===== src/rtl/ec_frame_pkg.sv =====
package ec_frame_pkg;
   typedef enum logic [1:0] {
      LCLS_FIX2 = 2'b00,
      LCLS_FIX3 = 2'b01,
      LCLS_VAR  = 2'b10,
      LCLS_RSVD = 2'b11
   } len_class_e;

   localparam int unsigned KIND_BIT   = 7;
   localparam int unsigned CLS_LSB    = 5;
   localparam logic [7:0]  TYPE_MASK  = 8'h8F;
   localparam logic [3:0]  SYS_NIBBLE = 4'h5;
   localparam int unsigned FIX2_LEN   = 2;
   localparam int unsigned FIX3_LEN   = 3;
   localparam int unsigned HDR_EXTRA  = 2;
endpackage


===== src/rtl/ec_len_decode.sv =====
module ec_len_decode
   import ec_frame_pkg::*;
#(
   parameter int unsigned BYTE_W = 8,
   localparam int unsigned LEN_W = BYTE_W + 1
) (
   input  logic [BYTE_W-1:0] hdr0,
   input  logic [BYTE_W-1:0] hdr1,
   input  logic              any_rx,
   output logic [LEN_W-1:0]  len,
   output logic              bad
);
   len_class_e cls;
   logic       ev;
   logic [LEN_W-1:0] var_len;

   assign ev  = hdr0[KIND_BIT];
   assign cls = len_class_e'(hdr0[CLS_LSB +: 2]);
   assign var_len = any_rx ? ({1'b0, hdr1} + LEN_W'(HDR_EXTRA)) : '0;

   always_comb begin
      len = var_len;
      bad = 1'b0;
      if (ev) begin
         unique case (cls)
            LCLS_FIX2: len = LEN_W'(FIX2_LEN);
            LCLS_FIX3: len = LEN_W'(FIX3_LEN);
            LCLS_VAR:  len = var_len;
            default: begin
               len = '0;
               bad = 1'b1;
            end
         endcase
      end
   end
endmodule


===== src/rtl/ec_kind_decode.sv =====
module ec_kind_decode
   import ec_frame_pkg::*;
#(
   parameter int unsigned BYTE_W = 8
) (
   input  logic [BYTE_W-1:0] hdr0,
   input  logic [BYTE_W-1:0] hdr3,
   output logic              ev,
   output logic [BYTE_W-1:0] ntype,
   output logic              rerr,
   output logic              sysev
);
   assign ev    = hdr0[KIND_BIT];
   assign ntype = hdr0 & BYTE_W'(TYPE_MASK);
   assign rerr  = !hdr0[KIND_BIT] && (hdr3 != '0);
   assign sysev = hdr0[KIND_BIT] && (hdr0[3:0] == SYS_NIBBLE);
endmodule


===== src/rtl/ec_tag_match.sv =====
module ec_tag_match #(
   parameter int unsigned BYTE_W = 8,
   localparam int unsigned TAG_W = 2 * BYTE_W
) (
   input  logic [BYTE_W-1:0] hdr0,
   input  logic [BYTE_W-1:0] hdr2,
   input  logic              pend_valid,
   input  logic [TAG_W-1:0]  pend_tag,
   output logic              hit
);
   logic [TAG_W-1:0] frame_tag;
   assign frame_tag = {hdr2, hdr0};
   assign hit = pend_valid && (frame_tag == pend_tag);
endmodule


===== src/rtl/ec_frame_classifier.sv =====
module ec_frame_classifier #(
   parameter int unsigned BYTE_W = 8,
   localparam int unsigned LEN_W = BYTE_W + 1,
   localparam int unsigned TAG_W = 2 * BYTE_W
) (
   input  logic              clk,
   input  logic              rst_n,
   input  logic              frame_valid,
   input  logic              any_rx,
   input  logic [BYTE_W-1:0] hdr0,
   input  logic [BYTE_W-1:0] hdr1,
   input  logic [BYTE_W-1:0] hdr2,
   input  logic [BYTE_W-1:0] hdr3,
   input  logic              pend_valid,
   input  logic [TAG_W-1:0]  pend_tag,
   output logic              res_valid,
   output logic              is_event,
   output logic [LEN_W-1:0]  frame_len,
   output logic              len_bad,
   output logic [BYTE_W-1:0] note_type,
   output logic              note_fwd,
   output logic              resp_err,
   output logic              sys_event,
   output logic              tag_hit
);
   if (BYTE_W != 8) begin : g_bad_width
      $error("ec_frame_classifier: header field positions need BYTE_W of 8");
   end

   logic              c_ev, c_bad, c_rerr, c_sys, c_hit;
   logic [LEN_W-1:0]  c_len;
   logic [BYTE_W-1:0] c_type;

   ec_len_decode #(.BYTE_W(BYTE_W)) u_len (
      .hdr0(hdr0), .hdr1(hdr1), .any_rx(any_rx), .len(c_len), .bad(c_bad)
   );

   ec_kind_decode #(.BYTE_W(BYTE_W)) u_kind (
      .hdr0(hdr0), .hdr3(hdr3), .ev(c_ev), .ntype(c_type),
      .rerr(c_rerr), .sysev(c_sys)
   );

   ec_tag_match #(.BYTE_W(BYTE_W)) u_tag (
      .hdr0(hdr0), .hdr2(hdr2), .pend_valid(pend_valid),
      .pend_tag(pend_tag), .hit(c_hit)
   );

   always_ff @(posedge clk or negedge rst_n) begin
      if (!rst_n) begin
         res_valid <= 1'b0;
         is_event  <= 1'b0;
         frame_len <= '0;
         len_bad   <= 1'b0;
         note_type <= '0;
         note_fwd  <= 1'b0;
         resp_err  <= 1'b0;
         sys_event <= 1'b0;
         tag_hit   <= 1'b0;
      end else begin
         res_valid <= frame_valid;
         if (frame_valid) begin
            is_event  <= c_ev;
            frame_len <= c_len;
            len_bad   <= c_bad;
            note_type <= c_type;
            note_fwd  <= !c_rerr && !c_hit;
            resp_err  <= c_rerr;
            sys_event <= c_sys;
            tag_hit   <= c_hit;
         end
      end
   end

   // a pulse follows each strobe; results freeze without one
   a_r9_pulse: assert property (@(posedge clk) disable iff (!rst_n)
      frame_valid |=> res_valid);
   a_r9_hold: assert property (@(posedge clk) disable iff (!rst_n)
      !frame_valid |=> $stable({is_event, frame_len, len_bad, note_type,
                                note_fwd, resp_err, sys_event, tag_hit}));
   // an undefined class carries no length
   a_r4_bad_len_zero: assert property (@(posedge clk) disable iff (!rst_n)
      len_bad |-> (frame_len == '0) && is_event);
   // an error response is never an event and never forwarded
   a_r5_err_resp: assert property (@(posedge clk) disable iff (!rst_n)
      resp_err |-> !is_event && !note_fwd);
   // system events are events
   a_r7_sys_is_event: assert property (@(posedge clk) disable iff (!rst_n)
      sys_event |-> is_event);
   // a matched frame is not forwarded
   a_r5_hit_no_fwd: assert property (@(posedge clk) disable iff (!rst_n)
      tag_hit |-> !note_fwd);
endmodule


===== config.mk =====
export PLATFORM = sky130hd
export DESIGN_NAME = ec_frame_classifier
export DESIGN_NICKNAME = d
export VERILOG_FILES = /design/src/rtl/ec_frame_pkg.sv /design/src/rtl/ec_len_decode.sv /design/src/rtl/ec_kind_decode.sv /design/src/rtl/ec_tag_match.sv /design/src/rtl/ec_frame_classifier.sv
export SDC_FILE = /design/constraint.sdc
export NUM_CORES = 1
export LEC_CHECK = 0
export BUFFER_PORTS_ARGS = -buffer_cell sky130_fd_sc_hd__clkbuf_2
export CORE_MARGIN = 2
export CORE_UTILIZATION = 40
export DETAILED_ROUTE_END_ITERATION = 6
export PLACE_DENSITY = 0.83
export SLEW_MARGIN = 30
export SYNTH_ARGS = -nofsm -noshare
export SYNTH_HDL_FRONTEND = slang
export SYNTH_HIERARCHICAL = 1
export SYNTH_SLANG_ARGS = --single-unit

===== constraint.sdc =====
create_clock -name clk -period 0.8 [get_ports clk]
set_input_delay 0.08 -clock clk [delete_from_list [all_inputs] [get_ports clk]]
set_output_delay 0.08 -clock clk [all_outputs]
set_load 0.01 [all_outputs]

* Yosys cells after proc, flatten, opt, wreduce, memory -nomap -nowiden
Cells that the tools add are included.
** Word-level totals
- Bits in latches :: 0
- Memory bits (read-only) :: 0
- Register bits :: 21
- Memory bits (writable) :: 0
- Memories kept :: 0
- Word-level logic and storage cells :: 29
** Cells by class
- Div/mod/pow operators :: 0
- Reduce and logical (&&, ||, !) cells :: 10
- Add/subtract/negate cells :: 1
- Equality and inequality tests :: 4
- Bitwise logic cells :: 0
- Shift operators :: 0
- Muxes and demuxes :: 5
- $lt $le $gt $ge :: 0
- $mul :: 0
** Operators with widths (count)
- case mux 9 bit (3 select lines) :: 1
- 2-to-1 mux 9 bit :: 2
- equality test 16 bit :: 1
- adder 8 x 2 -> 9 bit, second input constant :: 1
- nonzero test 8 bit :: 1
- equality test 4 x 3 -> 1 bit, second input constant :: 1
- logical AND 1 bit :: 4
- logical NOT 1 bit :: 3
- OR reduction 3 bit :: 1
- equality test 2 x 1 -> 1 bit, second input constant :: 1
- equality test 2 bit, second input constant :: 1
- logical NOT 2 bit :: 1
- 2-to-1 mux 1 bit :: 2

* Longest topological paths before layout
Gate-level depths: netlist of run 1.
- Depth in word-level cells :: 4
- Mapped depth :: 6
- Depth with buffers taken out :: 6

* Modules after synthesis
The synthesis of run 1 kept the hierarchy.
** By module, submodules not included
- ec_frame_classifier :: cells each 50, area an instance 885.8 um^2, seq. area each 600.6 um^2, times used 1
- ec_tag_match :: cells each 22, area an instance 181.4 um^2, seq. area each 0.0 um^2, times used 1
- ec_len_decode :: cells each 32, area an instance 180.2 um^2, seq. area each 0.0 um^2, times used 1
- ec_kind_decode :: cells each 15, area an instance 108.9 um^2, seq. area each 0.0 um^2, times used 1

* Worst setup path before layout of run 1
No wires, ideal clock.
- Path kind :: input port to flip-flop
- Start :: input port pend_tag[14]
- End :: register note_fwd
- Slack :: -0.469 ns
- Arrival time :: 1.145 ns
- Buffers on the path :: 0
- Setup time :: 0.125 ns
- Stages :: 6
- Required time :: 0.675 ns
- Path through :: xor2_1 -> nor4_1 -> nand4_1 -> nor4_2 -> nor2_1 -> mux2_2
** Between the ends
- Word-level cells in the longest chain between the ends :: 4
** RTL lines
- start: declaration :: RTL line ec_frame_classifier.sv:15 : input logic [TAG_W-1:0] pend_tag,
- equality test 16 bit :: RTL line ec_tag_match.sv:13 : assign hit = pend_valid && (frame_tag == pend_tag);
- logical AND 1 bit :: RTL line ec_tag_match.sv:13
- via c_hit :: RTL line ec_frame_classifier.sv:30 : logic c_ev, c_bad, c_rerr, c_sys, c_hit;
- logical NOT 1 bit :: RTL line ec_frame_classifier.sv:66 : note_fwd <= !c_rerr && !c_hit;
- logical AND 1 bit :: RTL line ec_frame_classifier.sv:66
- end signal: assignment :: RTL line ec_frame_classifier.sv:66
- end: declaration :: RTL line ec_frame_classifier.sv:21 : output logic note_fwd,
The timed path passes the listed nets, and every way through them passes these cells.
A chain may end at the register's enable or synchronous reset.

* Worst setup path in the final report of run 1
Ends and elaborated chain as after synthesis.

==> flow_summary.json, run 1 <==
{
  "cts.sinks": 24,
  "antenna_found_initial": 0,
  "netlist_area_mm2": 0.00136,
  "diodes": 0,
  "cp_max_fo": 2,
  "drive_gt1_share_pct": 63.4,
  "dp_worst_setup_slack_ns": -0.598,
  "synthXorXnorAreaFrac_pct": 12.3,
  "numPortBuffers": 76,
  "muxShareOfSynthArea_pct": 19.1,
  "rsz0062_at_grt": "true",
  "required_ns": 1.00,
  "slowest_stage": "nor4_1",
  "hold_viol": 0,
  "wire_per_inst_um": 13.2,
  "whs_ns": 0.0840,
  "start_util_pct": 41.3,
  "worstPathCellList": "buf_6, xor2_1, nor4_1, nand4_1, nor4_2, nor2_1, mux2_4",
  "place_area_mm2": 0.00189,
  "synth.avg_cell_area_um2": 11.4,
  "hold_path_class": "input pin to register",
  "vias_per_cell": 4.69,
  "violations": "setup timing",
  "critical_path.endpoint_type": "register",
  "syn_inst": 119,
  "firstDrtPassIters": 4,
  "setup_ws_ns": -0.355,
  "drtAntennaViolNets": 0,
  "fin_area_mm2": 0.00203,
  "ys_seq_area_share_pct": 44.3,
  "synth_fa_ha_area_share_pct": 0.923,
  "place_congestion": 0.724,
  "grt_pass1_wl_um": 5400,
  "die-area_mm2": 0.00387,
  "p_per_area_mw_per_mm2": 1320,
  "synth-seq-cells": 24,
  "num_rows": 21,
  "utilization_pct": 61.9,
  "setup_violations": 31,
  "cts_buffer_depth": 2,
  "vdd_ir_drop_max_mv": 0.644,
  "clk_pin_slew_ns": 0.12,
  "cap_violations": 0,
  "synth_cell_types": 25,
  "yosys.area_share.simple_pct": 12.1,
  "final_nets": 272,
  "finalNonFillerCells": 262,
  "dieWidth_um": 62.2,
  "worstSetupPathType": "input pin to register",
  "fin_total_pwr_mw": 2.69,
  "p_leak_nw": 1.04,
  "grt_pass1_vias": 1197,
  "num_vias": 1229,
  "hpwl_um": 2650,
  "fin_skew_ns": 0,
  "outcome": "finished with violations",
  "synthToLayoutAreaGrowth_pct": 49.9,
  "slew_violations": 0,
  "overflow": 0,
  "clock_latency_ns": 0.30,
  "cts_made_buffers": 3,
  "fin_tns_setup_ns": -3.68,
  "fillers": 271,
  "ios": 77,
  "synth_top_family_by_area": "multiplexers",
  "period_minus_slack_ns": 1.15,
  "first_iter_violations": 21,
  "grtUsageTotal_pct": 17.4,
  "synth_warnings": 6,
  "htreeDepth": 1,
  "fp.dieH_um": 62.2,
  "synth_compound_area_share_pct": 3.32,
  "drc": 0,
  "core-area_mm2": 0.00328,
  "arrival_ns": 1.36,
  "fmax_mhz": 866,
  "final.period_utilization_pct": 144,
  "tritoncts": "done",
  "ctsRootBufferMaster": "clkbuf_4",
  "routed_wl_um": 3450,
  "setup.worst_path.start_class": "input pin",
  "critPathMaxStageDelay_ns": 0.29,
  "grt_max_degree": 25,
  "dp_cells": 248
}
-- logic make-up (layout without fill, tap and decap cells) --
kind of cell / after synthesis / count (layout)
fa+ha+maj: 1 / 1
mux: 23 / 23
xor+xnor: 19 / 19
simple gates: 28 / 28
other cells: 1 / 3
buf+inv: 15 / 110
flops: 24 / 24
compound gates: 8 / 8
-- per-layer routing --
layer  routed length [um]  part of all wire, %  vias to the layer above  track usage, %
met5                    0                    0                        -               0
met4                   31                 0.90                        0            5.28
met3                  161                  4.7                        4            3.62
met2                 1840                   53                       39            30.6
met1                 1420                   41                      586            21.6
li1                     -                    -                      600               -
-- final timing paths --
path | cells past startpoint | start | slack, ns | to
max in group asynchronous | 3 | rst_n | 0.28 | note_type[3]
min in group asynchronous | 3 | rst_n | 0.29 | is_event
worst min-delay path | 2 | frame_valid | 0.08 | res_valid
worst max-delay path | 7 | pend_tag[14] | -0.35 | note_fwd
worst min register to register | 1 | note_type[2] | 0.52 | note_type[2]
worst max register to register | 2 | tag_hit | -0.12 | tag_hit
-- worst max-delay path: cells and delay by family --
family	cells	cell delay, ns
xor+xnor	1	0.14
buf+inv	1	0.09
mux	1	0.27
simple gates	4	0.77
-- report_power, final --
group | internal [mW] | switching [mW]
sequential | 1.31 | 0.0511
combinational | 0.451 | 0.355
clock | 0.176 | 0.343
total | 1.94 | 0.749
-- cells in the mapped netlist, drive strengths merged --
master,instances,area [um2]
nand3b,2,15.0
nor4,4,31.3
nand4,4,25.0
o21ai,4,23.8
nor3,1,5.00
mux2,23,259
inv,4,15.0
and3,1,6.26
o22ai,1,6.26
nand3,4,20.0
nor3b,1,12.5
nor2,5,18.8
conb,1,3.75
buf,11,90.1
nand2,3,11.3
a21oi,3,15.0
nor2b,1,6.26
xnor2,13,114
or3,2,12.5
dfrtp,24,601
ha,1,12.5
xor2,6,52.6
-- final cells by class --
cell class / count / area (um2) / share of cell area [%]
flip-flops and latches: 24 / 601 / 29.5
inverters: 4 / 15.0 / 0.738
multi-input cells: 82 / 719 / 35.4
repair buffers: 103 / 618 / 30.4
clock buffers: 3 / 22.5 / 1.11
well taps: 46 / 57.6 / 2.83
-- registers in the layout, indices dropped and copies added (netlist names) --
register	count
frame_len	9
note_type	8
is_event	1
len_bad	1
note_fwd	1
res_valid	1
resp_err	1
sys_event	1
tag_hit	1
-- layout by cell type, fill, tap and decap left out, types with 2 or more instances in the layout --
| cell | instances |
|---|---|
| nand4_1 | 4 |
| or3_1 | 2 |
| xor2_1 | 6 |
| nand2_1 | 3 |
| buf_4 | 23 |
| o21ai_0 | 3 |
| nor2_1 | 5 |
| xnor2_1 | 13 |
| buf_6 | 4 |
| nand3_1 | 4 |
| conb_1 | 3 |
| dfrtp_1 | 24 |
| clkbuf_2 | 73 |
| nor4_2 | 3 |
| inv_1 | 3 |
| clkbuf_4 | 3 |
| mux2_4 | 4 |
| nand3b_1 | 2 |
| a21oi_1 | 3 |
| mux2_2 | 19 |
-- timing repair --
| item | CTS | global route |
|---|---|---|
| setup buffers | 6 | 4 |
| endpoints found under the setup margin | 28 | 37 |
| resized for setup | 2 | 10 |
| pin swaps | 3 | 2 |
| hold buffers | 1 | 0 |
| hold endpoints to repair | 24 | 0 |
No activity file was read; power rests on OpenSTA's default activity.
==> inputs of run 2 (changes only) <==
--- a/config.mk
+++ b/config.mk
@@ -6,10 +6,12 @@
 export NUM_CORES = 1
 export LEC_CHECK = 0
 export BUFFER_PORTS_ARGS = -buffer_cell sky130_fd_sc_hd__clkbuf_2
+export CELL_PAD_IN_SITES_DETAIL_PLACEMENT = 1
+export CELL_PAD_IN_SITES_GLOBAL_PLACEMENT = 2
 export CORE_MARGIN = 2
-export CORE_UTILIZATION = 40
+export CORE_UTILIZATION = 23
 export DETAILED_ROUTE_END_ITERATION = 6
-export PLACE_DENSITY = 0.83
+export PLACE_DENSITY = 0.82
 export SLEW_MARGIN = 30
 export SYNTH_ARGS = -nofsm -noshare
 export SYNTH_HDL_FRONTEND = slang
==> flow_summary.json, run 2 (synthesis gave the netlist of run 1 again) <==
{
  "setup.worst_path.start_class": "input pin",
  "htreeDepth": 1,
  "arrival_ns": 1.28,
  "hold_viol": 0,
  "place_congestion": 0.711,
  "utilization_pct": 38.8,
  "grt_pass1_vias": 1289,
  "vias_per_cell": 4.16,
  "reg2reg_depth": 2,
  "wire_per_inst_um": 13.0,
  "seq_area_um2": 601,
  "setup_violations": 28,
  "dp_cells": 275,
  "fin_total_pwr_mw": 3.25,
  "fmax_mhz": 896,
  "rsz0062_at_grt": "true",
  "ios": 77,
  "routed_wl_um": 3730,
  "die-area_mm2": 0.00653,
  "synthToLayoutAreaGrowth_pct": 60.4,
  "numPortBuffers": 76,
  "setup_ws_ns": -0.316,
  "drc": 0,
  "clk_pin_slew_ns": 0.09,
  "worstHoldPathCells": 2,
  "ctsRootBufferMaster": "clkbuf_8",
  "p_per_area_mw_per_mm2": 1490,
  "dp_worst_setup_slack_ns": -0.635,
  "hpwl_um": 2990,
  "cts_buffer_depth": 2,
  "required_ns": 0.96,
  "fin_skew_ns": 0,
  "dieWidth_um": 80.8,
  "finalNonFillerCells": 287,
  "vdd_ir_drop_max_mv": 1.07,
  "place_area_mm2": 0.00195,
  "multi_input_area_um2": 736,
  "violations": "setup timing",
  "slowest_stage": "nor4_2",
  "layout_commonest_cell": "clkbuf_2",
  "final.period_utilization_pct": 140,
  "cap_violations": 0,
  "critPathMaxStageDelay_ns": 0.26,
  "num_rows": 27,
  "core-area_mm2": 0.00561,
  "fillers": 679,
  "grt_pass1_wl_um": 5980,
  "overflow": 0,
  "largest-register": "frame_len",
  "worstPathCellList": "clkbuf_2, xor2_1, nor4_2, nand4_1, nor4_2, nor2_1, mux2_2",
  "fp.dieH_um": 80.8,
  "diodes": 0,
  "first_iter_violations": 11,
  "firstDrtPassIters": 2,
  "period_minus_slack_ns": 1.12,
  "tritoncts": "done",
  "drive_gt1_share_pct": 65.6,
  "slew_violations": 0,
  "critical_path.endpoint_type": "register",
  "final_nets": 270,
  "largest_register_ffs": 9,
  "whs_ns": 0.121,
  "reg.largest.list": "frame_len (9), note_type (8)",
  "num_vias": 1193,
  "start_util_pct": 24.2,
  "cp_max_fo": 2,
  "grtUsageTotal_pct": 12.0,
  "p_leak_nw": 1.07,
  "clock_latency_ns": 0.26,
  "cts.sinks": 24,
  "hold_path_class": "input pin to register",
  "cts_made_buffers": 3,
  "fin_tns_setup_ns": -2.08,
  "final_cell_mix": "67 x clkbuf_2, 24 x dfrtp_1, 20 x mux2_2",
  "worstSetupPathType": "input pin to register",
  "drtAntennaViolNets": 0,
  "grt_max_degree": 25,
  "fin_area_mm2": 0.00218,
  "outcome": "finished with violations",
  "crit_top_cell": "nor4_2",
  "antenna_found_initial": 0
}
-- run 2: cell type report --
cell class                 count  share of cell area [%]
clock buffer                   3                    1.90
timing repair buffer         101                    30.4
inverter                       4                   0.805
sequential                    24                    27.6
clock inverter                 1                    1.38
tap                           72                    4.14
multi-input combinational     82                    33.8
-- run 2: report_power, final --
group	leakage, nW	total, mW	switching (mW)	internal, mW
sequential	0.301	1.36	0.0491	1.31
clock	0.0357	1.06	0.391	0.669
combinational	0.732	0.826	0.355	0.472
total	1.07	3.25	0.795	2.45
-- run 2: what timing repair did --
| action | 4_1_cts | 5_1_grt |
|---|---|---|
| endpoints found under the hold margin | 24 | 0 |
| endpoints found under the setup margin | 34 | 34 |
| resized for setup | 0 | 35 |
| pin swaps | 2 | 8 |
| buffers inserted | 1 | 7 |
| hold buffers | 1 | 0 |
-- run 2: worst paths after layout --
path                            slack (ns)    startpoint            to
worst max-delay path                 -0.32   pend_tag[7]      note_fwd
worst min-delay path                  0.12       hdr0[3]  note_type[3]
worst max register to register       -0.07  frame_len[6]  frame_len[6]
worst min register to register        0.51  note_type[5]  note_type[5]
max in group asynchronous             0.36         rst_n  note_type[1]
min in group asynchronous             0.28         rst_n      resp_err
-- run 2: worst max-delay path, delay by kind of cell --
family | cells | cell delay [ns]
XOR/XNOR | 1 | 0.16
buffers and inverters | 1 | 0.09
multiplexers | 1 | 0.26
AND/OR/NAND/NOR | 4 | 0.69
-- run 2: routing by layer --
layer  GRT usage (%)  up-vias  share of wire, %
li1                -      591                 -
met1            13.3      577                38
met2            23.6       23                58
met3            2.44        2               3.9
met4            2.03        0              0.46
met5               0        -                 0
==> inputs of run 3 (changes only) <==
--- a/config.mk
+++ b/config.mk
@@ -5,13 +5,14 @@
 export SDC_FILE = /design/constraint.sdc
 export NUM_CORES = 1
 export LEC_CHECK = 0
+export ABC_AREA = 1
 export BUFFER_PORTS_ARGS = -buffer_cell sky130_fd_sc_hd__clkbuf_2
 export CELL_PAD_IN_SITES_DETAIL_PLACEMENT = 1
 export CELL_PAD_IN_SITES_GLOBAL_PLACEMENT = 2
 export CORE_MARGIN = 2
-export CORE_UTILIZATION = 23
+export CORE_UTILIZATION = 20
 export DETAILED_ROUTE_END_ITERATION = 6
-export PLACE_DENSITY = 0.82
+export PLACE_DENSITY = 0.81
 export SLEW_MARGIN = 30
 export SYNTH_ARGS = -nofsm -noshare
 export SYNTH_HDL_FRONTEND = slang
==> flow_summary.json, run 3 <==
{
  "outcome": "finished with violations",
  "violations": "setup timing",
  "start_util_pct": 20.7,
  "hpwl_um": 3600,
  "worstPathCellList": "clkbuf_2",
  "fp.dieH_um": 90.7,
  "hold_path_class": "input pin to register",
  "htreeDepth": 1,
  "largest_register_ffs": 9,
  "grt_pass1_wl_um": 7260,
  "arrival_ns": 0.79,
  "diodes": 0,
  "num_vias": 1619,
  "hold_viol": 0,
  "final_nets": 377,
  "cp_top_family": "flip-flops",
  "seq_area_um2": 601,
  "tritoncts": "done",
  "fin_skew_ns": 0,
  "p_per_area_mw_per_mm2": 1240,
  "slowest_stage": "dfrtp_1",
  "synth_cell_types": 23,
  "synth_warnings": 6,
  "final.period_utilization_pct": 109,
  "netlist_area_mm2": 0.00150,
  "antenna_found_initial": 0,
  "hold_start": "hdr0[3]",
  "slew_violations": 0,
  "final_cell_mix": "100 x nand2_1, 58 x clkbuf_2, 29 x buf_4",
  "reg2reg_depth": 3,
  "dp_worst_setup_slack_ns": -0.298,
  "dieWidth_um": 90.7,
  "critical_path.endpoint_type": "output pin",
  "setup.worst_path.start_class": "register",
  "layout_commonest_cell": "nand2_1",
  "setup_ws_ns": -0.0728,
  "cap_violations": 0,
  "setup_violations": 24,
  "first_iter_violations": 24,
  "synth.most_common_cell": "nand2_1",
  "whs_ns": 0.117,
  "synth-main-ff-cell": "dfrtp_1",
  "syn_inst": 223,
  "firstDrtPassIters": 4,
  "startpoint": "frame_len[0]",
  "whs_endpoint": "note_type[3]",
  "fmax_mhz": 1150,
  "synth-seq-cells": 24,
  "worstSetupPathType": "register to output pin",
  "drtAntennaViolNets": 0,
  "core-area_mm2": 0.00725,
  "die-area_mm2": 0.00822,
  "ctsRootBufferMaster": "clkbuf_8",
  "numPortBuffers": 76,
  "yosys.area.top_type": "dfrtp_1",
  "ios": 77,
  "cts_buffer_depth": 2,
  "synth_top_area_share_pct": 40.0,
  "ys_async_sr_fraction_pct": 100,
  "multi_input_area_um2": 763,
  "overflow": 0,
  "fin_total_pwr_mw": 2.90,
  "routed_wl_um": 4460,
  "grt_pass1_vias": 1700,
  "vdd_ir_drop_max_mv": 0.507,
  "fillers": 960,
  "largest-register": "frame_len",
  "r2r_setup_slack_ns": 0.06,
  "period_minus_slack_ns": 0.873,
  "cts_made_buffers": 3,
  "rsz0062_at_grt": "true",
  "num_rows": 31,
  "netlist_top_cells_area": "dfrtp_1 40%, nand2_1 27%, nor2_1 6.2%, buf_4 5.5%, inv_1 4.5%",
  "ys_seq_area_share_pct": 40.0,
  "clock_latency_ns": 0.26,
  "worst_r2r_endpoint": "frame_len[0]",
  "cts.sinks": 24,
  "drc": 0,
  "p_leak_nw": 1.37,
  "synth.avg_cell_area_um2": 6.74,
  "clk_pin_slew_ns": 0.08,
  "vias_per_cell": 3.85,
  "grtUsageTotal_pct": 10.7,
  "r2r_start": "frame_len[0]",
  "critPathMaxStageDelay_ns": 0.40,
  "synth_common_cells": "108 x nand2_1, 25 x nor2_1, 24 x dfrtp_1",
  "place_congestion": 0.669,
  "wire_per_inst_um": 10.6,
  "drive_gt1_share_pct": 42.4,
  "synthToLayoutAreaGrowth_pct": 55.0,
  "reg.largest.list": "frame_len (9), note_type (8)",
  "synth_edf_count": 0,
  "cp_num_buf_inv": 1,
  "cp_max_fo": 2,
  "required_ns": 0.72,
  "grt_max_degree": 25,
  "worstHoldPathCells": 4
}
[run 3: cell count changes after synthesis, moves of 3 or more]
cell	change
nor4_1	-3
nand4_1	-4
nand2_1	+105
nand2_2	+3
inv_2	+5
xnor2_1	-13
mux2_2	-23
inv_1	+14
nor2_1	+20
[run 3: report_power, final]
group | total (mW) | switching [mW] | internal, mW
logic | 0.862 | 0.420 | 0.442
registers | 1.35 | 0.0485 | 1.30
clock network | 0.687 | 0.351 | 0.336
[run 3: worst max-delay path by stage]
stage                               to  slack, ns  depth (start not counted)
after floorplan               note_fwd     -0.008                         11
after global placement        note_fwd      -0.27                         12
after detailed placement      note_fwd      -0.30                         12
after CTS                 note_type[3]      -0.08                          1
after global routing          note_fwd      -0.10                         12
final                     frame_len[0]      -0.07                          1
[run 3: through the flow]
step	utilization (%)	TNS (ns)	cell area, um2	cells
after global placement	27.8	-1.66	2010	401
after floorplan	-	-0.00797	1510	225
after detailed placement	27.8	-1.82	2010	401
after CTS	29.1	-1.45	2110	411
after global routing	32.1	-2.07	2330	420
final	32.1	-1.25	2330	420
[run 3: final cells by class]
class	count	share of cell area [%]
Tap cell	99	5.32
Sequential cell	24	25.8
Inverter	23	3.92
Timing Repair Buffer	106	30.5
Clock buffer	3	1.77
Multi-Input combinational cell	165	32.8
[run 3: cells by family after synthesis]
kind of cell             after synthesis  synth area share (%)
buffers and inverters                 36                  12.7
AO/OA/AOI/OAI                          6                  2.16
flip-flops                            24                  40.0
AND/OR/NAND/NOR                      150                  41.1
XOR/XNOR                               5                  2.91
adder cells (fa/ha/maj)                1                 0.833
other                                  1                 0.250
[run 3: routing by layer]
metal / part of all wire, % / global-route usage, % / wire (um) / vias to the layer above
li1: - / - / - / 848
met1: 43 / 12.8 / 1910 / 724
met2: 50 / 19.3 / 2250 / 43
met3: 5.4 / 1.42 / 239 / 4
met4: 1.5 / 4.36 / 69 / 0
met5: 0 / 0 / 0 / -
[run 3: repair_timing]
action,CTS,global route
hold endpoints to repair,24,0
gates resized for setup,1,47
pin swaps,0,17
hold buffers,1,0
buffers inserted,6,9
endpoints found under the setup margin,25,30
